**src/rtl/alert_pkg.sv**
```systemverilog
package alert_pkg;

   // Sources whose off-then-on sequence counts as a release.
   typedef enum int unsigned {
      REC_PIN    = 0,
      REC_OPCMD  = 1,
      REC_COUNT  = 2
   } rec_src_e;

   localparam int unsigned MAX_COND = 64;

endpackage

```
**src/rtl/status_change_det.sv**
```systemverilog
module status_change_det #(
   parameter int unsigned W = 9
) (
   input  logic         clk,
   input  logic         rst_n,
   input  logic [W-1:0] flags_i,
   output logic         change_o,
   output logic         any_set_o
);

   logic [W-1:0] hist_q;
   logic [W-1:0] diff;

   generate
      for (genvar b = 0; b < W; b++) begin : g_bit
         always_ff @(posedge clk or negedge rst_n) begin
            if (!rst_n) hist_q[b] <= 1'b0;
            else        hist_q[b] <= flags_i[b];
         end
         assign diff[b] = flags_i[b] ^ hist_q[b];
      end
   endgenerate

   assign change_o  = |diff;
   assign any_set_o = |flags_i;

endmodule

```
**src/rtl/recycle_track.sv**
```systemverilog
module recycle_track (
   input  logic clk,
   input  logic rst_n,
   input  logic level_i,
   output logic release_o
);

   logic prev_q;
   logic armed_q;
   logic fell;
   logic rose;

   assign fell      = prev_q & ~level_i;
   assign rose      = ~prev_q & level_i;
   assign release_o = rose & armed_q;

   always_ff @(posedge clk or negedge rst_n) begin
      if (!rst_n) begin
         prev_q  <= 1'b0;
         armed_q <= 1'b0;
      end else begin
         prev_q <= level_i;
         if (fell)      armed_q <= 1'b1;
         else if (rose) armed_q <= 1'b0;
      end
   end

   // an off level never produces a release
   a_r9_off_no_release: assert property (@(posedge clk) disable iff (!rst_n)
      !level_i |-> !release_o);

   // a release is a single pulse per on transition
   a_r7_single_pulse: assert property (@(posedge clk) disable iff (!rst_n)
      release_o |=> !release_o);

endmodule

```
**src/rtl/alert_latch_core.sv**
```systemverilog
module alert_latch_core (
   input  logic clk,
   input  logic rst_n,
   input  logic set_i,
   input  logic release_i,
   input  logic any_set_i,
   output logic alert_n_o
);

   logic latch_q;
   logic rel_q;
   logic set_all;

   // Re-latch when a condition is still present one cycle after a release.
   assign set_all = set_i | (rel_q & any_set_i);

   always_ff @(posedge clk or negedge rst_n) begin
      if (!rst_n) begin
         latch_q <= 1'b0;
         rel_q   <= 1'b0;
      end else begin
         rel_q <= release_i & ~set_all;
         if (set_all)        latch_q <= 1'b1;
         else if (release_i) latch_q <= 1'b0;
      end
   end

   assign alert_n_o = ~latch_q;

   a_r4_hold_low: assert property (@(posedge clk) disable iff (!rst_n)
      (!alert_n_o && !release_i) |=> !alert_n_o);

   a_r11_set_wins: assert property (@(posedge clk) disable iff (!rst_n)
      set_i |=> !alert_n_o);

   a_r10_relatch: assert property (@(posedge clk) disable iff (!rst_n)
      (rel_q && any_set_i) |=> !alert_n_o);

   a_r5_release: assert property (@(posedge clk) disable iff (!rst_n)
      (release_i && !set_i && !(rel_q && any_set_i)) |=> alert_n_o);

endmodule

```
**src/rtl/alert_latch_ctl.sv**
```systemverilog
module alert_latch_ctl
   import alert_pkg::*;
#(
   parameter int unsigned NCOND = 9
) (
   input  logic             clk,
   input  logic             rst_n,
   input  logic [NCOND-1:0] status_i,
   input  logic             clr_faults_i,
   input  logic             stat_word_rd_i,
   input  logic             enable_pin_i,
   input  logic             out_on_i,
   output logic             alert_n_o
);

   localparam int unsigned NREC = int'(REC_COUNT);

   generate
      if (NCOND < 1 || NCOND > MAX_COND) begin : g_bad_width
         $error("alert_latch_ctl: NCOND out of range");
      end
   endgenerate

   logic            change;
   logic            any_set;
   logic [NREC-1:0] rec_lvl;
   logic [NREC-1:0] rec_rel;
   logic            release_any;

   assign rec_lvl[REC_PIN]   = enable_pin_i;
   assign rec_lvl[REC_OPCMD] = out_on_i;

   status_change_det #(.W(NCOND)) u_det (
      .clk       (clk),
      .rst_n     (rst_n),
      .flags_i   (status_i),
      .change_o  (change),
      .any_set_o (any_set)
   );

   generate
      for (genvar s = 0; s < NREC; s++) begin : g_rec
         recycle_track u_trk (
            .clk       (clk),
            .rst_n     (rst_n),
            .level_i   (rec_lvl[s]),
            .release_o (rec_rel[s])
         );
      end
   endgenerate

   assign release_any = clr_faults_i | stat_word_rd_i | (|rec_rel);

   alert_latch_core u_core (
      .clk       (clk),
      .rst_n     (rst_n),
      .set_i     (change),
      .release_i (release_any),
      .any_set_i (any_set),
      .alert_n_o (alert_n_o)
   );

   // alert released while the block is held in reset
   a_r1_reset_high: assert property (@(posedge clk) !rst_n |-> alert_n_o);

endmodule

```
**config.mk**
```make
export PLATFORM = sky130hd
export DESIGN_NAME = alert_latch_ctl
export DESIGN_NICKNAME = d
export VERILOG_FILES = /design/src/rtl/alert_pkg.sv /design/src/rtl/status_change_det.sv /design/src/rtl/recycle_track.sv /design/src/rtl/alert_latch_core.sv /design/src/rtl/alert_latch_ctl.sv
export SDC_FILE = /design/constraint.sdc
export NUM_CORES = 1
export LEC_CHECK = 0
export BUFFER_PORTS_ARGS = -buffer_cell sky130_fd_sc_hd__buf_4
export CAP_MARGIN = 25
export CORE_MARGIN = 2
export CORE_UTILIZATION = 44
export CTS_CLUSTER_SIZE = 20
export DETAILED_ROUTE_END_ITERATION = 8
export PLACE_DENSITY = 0.76
export SETUP_SLACK_MARGIN = 0.5
export SKIP_CTS_REPAIR_TIMING = 1
export SLEW_MARGIN = 25
export SYNTH_ARGS = -nofsm -noshare
export SYNTH_HDL_FRONTEND = slang
export SYNTH_SLANG_ARGS = --single-unit
```
**constraint.sdc**
```tcl
create_clock -name clk -period 1.25 [get_ports clk]
set_input_delay 0 -clock clk [delete_from_list [all_inputs] [get_ports clk]]
set_output_delay 0 -clock clk [all_outputs]
set_load 0.005 [all_outputs]
```
==> results of run 1 <==
how the worst max path moves through the flow:
stage / endpoint / slack, ns / startpoint / cells past startpoint
3_3_place_gp: u_core.latch_q$_DFFE_PN0P_ / 0.03 / u_det.hist_q[3]$_DFF_PN0_ / 4
2_1_floorplan: u_core.latch_q$_DFFE_PN0P_ / 0.05 / u_det.hist_q[3]$_DFF_PN0_ / 4
4_1_cts: u_core.latch_q$_DFFE_PN0P_ / -0.02 / u_det.hist_q[1]$_DFF_PN0_ / 4
3_5_place_dp: u_core.latch_q$_DFFE_PN0P_ / -0.01 / u_det.hist_q[1]$_DFF_PN0_ / 4
5_1_grt: u_core.latch_q$_DFFE_PN0P_ / -0.1 / u_det.hist_q[3]$_DFF_PN0_ / 4
6_report: u_core.latch_q$_DFFE_PN0P_ / -0.03 / u_det.hist_q[1]$_DFF_PN0_ / 4
per-layer routing:
layer | GRT usage, % | up-vias
met5 | 0 | -
met4 | 7.74 | 0
met3 | 5.65 | 0
met2 | 19.4 | 9
met1 | 18.8 | 216
li1 | - | 217
logic make-up after synthesis:
logic type / synth area share [%]
flip-flops: 60.4
XOR/XNOR: 12.7
AND/OR/NAND/NOR: 7.04
buffers and inverters: 3.62
AO/OA/AOI/OAI: 4.63
adder cells (fa/ha/maj): 8.05
multiplexers: 3.62
area by class of cell:
cell class | count | area share (%)
inverters | 6 | 2.45
clock inverters | 1 | 0.543
multi-input cells | 26 | 26.1
repair buffers | 27 | 25.7
flip-flops and latches | 15 | 40.8
clock buffers | 3 | 2.45
well taps | 15 | 2.04
sequential cells by signal, indices dropped and copies added, names as in the netlist:
name,count
g_rec.u_trk.armed_q,2
g_rec.u_trk.prev_q,2
u_core.latch_q,1
u_core.rel_q,1
u_det.hist_q,9
worst min-delay path, cell delays in order:
cell and delay (ns):
buf_4 0.10, xnor2_1 0.06, nand4_1 0.10, nor3_1 0.05
power breakdown:
part / total, µW / switching (µW) / leakage (µW) / internal (µW)
clock: 276 / 157 / 0.0000177 / 119
combinational: 151 / 59.9 / 0.000256 / 91.4
sequential: 525 / 13.6 / 0.000177 / 511
cells in the final DEF, fill, tap and decap left out, types with 2 or more instances in the layout:
cell           synthesis  layout
dfrtp_1               15      15
buf_4                  0      14
dlygate4sd3_1          0      12
xor2_1                 7       7
inv_1                  6       6
ha_1                   4       4
clkbuf_4               0       3
nor3_1                 3       2
a211o_1                2       2
xnor2_1                2       2
mux2_4                 0       2
stage by stage:
step	cell area, µm²	util (%)
after floorplan	626	-
after global placement	757	57.5
after detailed placement	757	57.5
after CTS	785	59.5
after global routing	921	69.9
final	921	69.9
==> results by group, run 1 <==
Outcome
  • Status: finished with violations
  • Failing checks: setup timing

Route
  • Highest routing layer actually used: met3
  • DRC viols: 0
  • Vias: around 440
  • Wl on met1: ~560 µm
  • Router iterations before antenna repair: 1
  • DR WL/cell: 12.8 µm
  • Post-Route WL: between 1000 and 1500 µm
  • Routed wl met3: around 58 µm
  • Drt via density: ~4.8
  • Routed met2 length: about 570 µm
  • Final antenna-violating net count: 0
  • Initial DRC Count: 0

Setup path
  • R2R cell count: 4
  • Crit path DAT: 1.45 ns
  • Crit path cell chain: xor2_1 -> nor4_2 -> nand4_1 -> a211o_1
  • Cell family with most CP delay: flip-flops
  • R2r startpoint: u_det.hist_q[1]$_DFF_PN0_
  • WP buf/inv: 0
  • Crit path kind: reg -> reg
  • Critical Path RT: around 1.4 ns
  • R2R Setup Slk: -0.03 ns
  • Crit path max-delay cell type: dfrtp_1
  • CP max FO: 2
  • Crit end category: flop
  • Crit-path max cell delay: a little under 0.4 ns
  • CP Launch Type: flop
  • Reg2reg end: u_core.latch_q$_DFFE_PN0P_

Synthesis
  • Syn avg cell area: 13.2 µm²
  • Post-synth top area share: roughly 60%
  • Synth Warn #: 0
  • Synth cell types: 14
  • Top-count cell post-synth: dfrtp_1
  • Flops & latches, synth: 15
  • Synthesized area: 622 µm²
  • Number of synthesized flops with an enable pin: 0
  • Main synth FF type: dfrtp_1
  • Synth area leaders: dfrtp_1, xor2_1, ha_1
  • Post-synth ARST share: 100%
  • Sequential cell area fraction in the yosys report: around three fifths
  • Mapped Nets: 66
  • Synthesized instance count: 47
  • Synth area leader: dfrtp_1
  • Post-synth top cells: dfrtp_1, xor2_1, inv_1, ha_1, nor3_1

CTS
  • CTS Buf Count: 3
  • Bufs on Longest Clock Path: 2
  • CTS root buffer: clkbuf_4
  • H-tree lvl count: 1
  • Clock latency on the worst-skew pair: ~0.28 ns
  • Sink Count: 15
  • Clk slew on worst S/H paths: about 0.090 ns
  • CTS tree: built

Worst hold path
  • Hold path depth: 4
  • Hold Startpoint: status_i[0]
  • Hold Path Class: in -> reg
  • Hold endpoint: u_core.rel_q$_DFF_PN0_

Global route
  • Initial antenna violation count: 0
  • Total global routing overflow: 0
  • First-pass GRT wire length: around 1800 µm
  • Vias in the first global route: ~430
  • Total Routing Usage GR: 14.1%
  • Largest net degree at the start of global routing: 16

STA
  • Slew headroom: between 80 and 90%
  • Max Transition Viols Final: 0
  • RSZ-0062 raised after global routing: yes
  • Skew final: 0.00767 ns
  • Final worst slack: -0.0342 ns
  • Tmin final: approximately 1.3 ns
  • Maximum clock frequency: a little under 0.8 GHz
  • Final setup viols: 1
  • Crit share post-route: 103%
  • Final setup TNS: -0.0342 ns
  • Fin. Hold Viols: 0
  • Least-Margin Pin Slew: around 0.27 ns
  • Min Hold Slack: approximately 0.058 ns

Pwr
  • Pwr Total: about 950 µW
  • Pwr/cell area: ~1000 nW/µm²
  • Leakage power: between 0.0004 and 0.0005 µW
  • Worst vdd ir: just over 0.7 mV

Placement
  • RePlAce Congestion: 0.720
  • IO Port Bufs: 15
  • Pre-CTS WS: -0.00989 ns
  • DP HPWL: 779 µm
  • DP Cell Count: 77

Finish
  • Finished Layout Cells: a little over 90
  • Area grow syn2layout: 48.1%
  • Filler cells: a little over 90
  • Antenna cells: 0
  • Register area: ~380 µm²
  • Layout Nets: slightly below 100
  • Area of the multi-input gates: roughly 240 µm²
  • Layout cells sized above 1: between 30% and 40%

Die
  • Full die area: ~1700 µm²
  • IO Pins: 16
  • Starting density of the core: between 40% and 50%
  • Site Rows: 13
  • Core area: roughly 1300 µm²
  • Die W: around 42 µm
  • Die H: a little over 40 µm

Job
  • Max_cap viols: 0
Note: power is estimated with default switching activity, not from simulation.
==> run 2, diff against run 1 <==
--- a/config.mk
+++ b/config.mk
@@ -8,10 +8,10 @@
 export BUFFER_PORTS_ARGS = -buffer_cell sky130_fd_sc_hd__buf_4
 export CAP_MARGIN = 25
 export CORE_MARGIN = 2
-export CORE_UTILIZATION = 44
+export CORE_UTILIZATION = 40
 export CTS_CLUSTER_SIZE = 20
 export DETAILED_ROUTE_END_ITERATION = 8
-export PLACE_DENSITY = 0.76
+export PLACE_DENSITY = 0.66
 export SETUP_SLACK_MARGIN = 0.5
 export SKIP_CTS_REPAIR_TIMING = 1
 export SLEW_MARGIN = 25
==> results by group, run 2 (same netlist as run 1, synthesis figures left out) <==
CTS
  • CTS root buffer: clkbuf_4
  • H-tree lvl count: 1 (unchanged)
  • Sink Count: 15 (unchanged)
  • Clk slew on worst S/H paths: 0.09 ns (about the same)
  • Bufs on Longest Clock Path: 2 (unchanged)
  • CTS Buf Count: 3 (unchanged)
  • CTS tree: built
  • Clock latency on the worst-skew pair: 0.29 ns (about the same)

Outcome
  • Failing checks: setup timing
  • Status: finished with violations

Pwr
  • Pwr/cell area: 1020 nW/µm² (-1.3%)
  • Worst vdd ir: 0.472 mV (-35%)
  • Leakage power: 0.000441 µW (-2.1%)

Setup path
  • Crit path max-delay cell type: dfrtp_1
  • Crit path DAT: 1.50 ns (+0.05 ns)
  • Crit path kind: reg -> reg
  • Crit-path max cell delay: 0.39 ns (about the same)
  • CP max FO: 2 (unchanged)
  • CP Launch Type: flop
  • Critical Path RT: 1.43 ns (about the same)
  • R2R Setup Slk: -0.06 ns (-0.03 ns)
  • Crit end category: flop
  • WP buf/inv: 0 (unchanged)
  • Crit path cell chain: xor2_1 -> nor4_2 -> nand4_1 -> a211o_1
  • Cell family with most CP delay: simple AND/OR/NAND/NOR gates

Finish
  • Filler cells: 119 (+29%)
  • Most common cell after layout, fill and taps aside: dfrtp_1
  • Most frequent cells in the layout: dfrtp_1, buf_4, dlygate4sd3_1
  • Largest Register: u_det.hist_q
  • Area grow syn2layout: 50.7%
  • Leading registers by flop count: u_det.hist_q (9), g_rec.u_trk.armed_q (2), g_rec.u_trk.prev_q (2)
  • Layout Nets: 98 (unchanged)
  • Area of the multi-input gates: 256 µm² (+6.8%)
  • Layout cells sized above 1: 32.1% (+1.3 points)
  • Finished Layout Cells: 94 (+1.1%)
  • Antenna cells: 0 (unchanged)
  • Register area: 375 µm² (unchanged)
  • Max reg flops: 9 (unchanged)
  • Final Util: 62.9% (-7.0 points)

STA
  • Final setup viols: 1 (unchanged)
  • Max Transition Viols Final: 0 (unchanged)
  • Maximum clock frequency: 0.761 GHz (-2.3%)
  • RSZ-0062 raised after global routing: yes
  • Skew final: 0.00276 ns (-0.00491 ns)
  • Crit share post-route: 105% (+2.4 points)
  • Final worst slack: -0.0639 ns (-0.0297 ns)
  • Fin. Hold Viols: 0 (unchanged)
  • Slew headroom: 80.9% (-1.2 points)
  • Least-Margin Pin Slew: 0.284 ns (+0.0172 ns)
  • Final setup TNS: -0.0639 ns (-0.0297 ns)
  • Tmin final: 1.31 ns (+0.0297 ns)

Die
  • Starting density of the core: 41.8% (-5.4 points)
  • Die H: 43.4 µm (+4.4%)
  • Die W: 43.4 µm (+4.4%)
  • Core area: 1490 µm² (+13%)
  • Full die area: 1890 µm² (+9.0%)
  • IO Pins: 16 (unchanged)
  • Site Rows: 14 (+1)

Route
  • DRC viols: 0 (unchanged)
  • Vias: 436 (-1.4%)
  • Drt via density: 4.64 (-2.4%)
  • DR WL/cell: 12.7 µm (-0.31%)
  • Initial DRC Count: 4 (+4)
  • Final antenna-violating net count: 0 (unchanged)
  • Router iterations before antenna repair: 2 (+1)
  • Post-Route WL: 1200 µm (+0.76%)

Global route
  • Initial antenna violation count: 0 (unchanged)
  • Total Routing Usage GR: 13.3% (-0.79 points)
  • Vias in the first global route: 419 (-2.3%)
  • Total global routing overflow: 0 (unchanged)
  • First-pass GRT wire length: 1800 µm (+0.73%)
  • Largest net degree at the start of global routing: 16 (unchanged)

Job
  • Max_cap viols: 0 (unchanged)

Worst hold path
  • Hold Path Class: in -> reg

Placement
  • DP Cell Count: 78 (+1.3%)
  • IO Port Bufs: 15 (unchanged)
  • Pre-CTS WS: -0.0629 ns (-0.0530 ns)
  • DP HPWL: 778 µm (-0.10%)
  • RePlAce Congestion: 0.701 (-2.5%)
## run 2: cell count changes in the layout (fill, tap and decap cells not counted)
| cell | change |
|---|---|
| clkinv_2 | -1 |
| mux2_2 | +1 |
| ha_1 | -2 |
| nor3_1 | +1 |
| inv_2 | +1 |
| clkbuf_1 | +1 |
| mux2_4 | -1 |
| ha_4 | +2 |
| inv_1 | -1 |
| nor3_2 | -1 |
## run 2: metrics by stage
step	area, µm²	total power (µW)	hold slack (ns)
2_1_floorplan	626	581	-0.296
4_1_cts	785	926	-0.454
5_1_grt	937	1010	0.0985
6_report	937	956	0.0531
3_3_place_gp	758	644	-0.136
3_5_place_dp	758	645	-0.138
## run 2: layout make-up
cell class / count / area share, %
inverters: 6 / 2.40
clock buffers: 4 / 2.80
multi-input cells: 26 / 27.4
flip-flops and latches: 15 / 40.1
well taps: 16 / 2.14
repair buffers: 27 / 25.2
## run 2: report_power, final
group | switching, µW | internal (µW)
logic | 56.9 | 91.3
clock network | 157 | 124
registers | 15.1 | 511
## run 2: layer usage
metal	up-vias	routed length, µm	global-route usage [%]	share of wire, %
li1	217	-	-	-
met1	204	566	19.8	47
met2	10	556	17.0	47
met3	5	27	1.67	2.3
met4	0	44	10.9	3.7
met5	-	0	0	0
## run 2: tightest hold or removal path: stages
cell and delay [ns]:
buf_4 0.09, xnor2_1 0.06, nand4_1 0.11, nor3_1 0.05
## run 2: worst paths after layout
kind,depth (start not counted),from,endpoint
min reg2reg,1,g_rec[1].u_trk.armed_q$_DFFE_PN0P_,g_rec[1].u_trk.armed_q$_DFFE_PN0P_
min in group asynchronous,2,rst_n,u_det.hist_q[7]$_DFF_PN0_
max reg2reg,4,u_det.hist_q[1]$_DFF_PN0_,u_core.latch_q$_DFFE_PN0P_
max,4,u_det.hist_q[1]$_DFF_PN0_,u_core.latch_q$_DFFE_PN0P_
min,4,status_i[0],u_core.rel_q$_DFF_PN0_
max in group asynchronous,2,rst_n,u_det.hist_q[1]$_DFF_PN0_
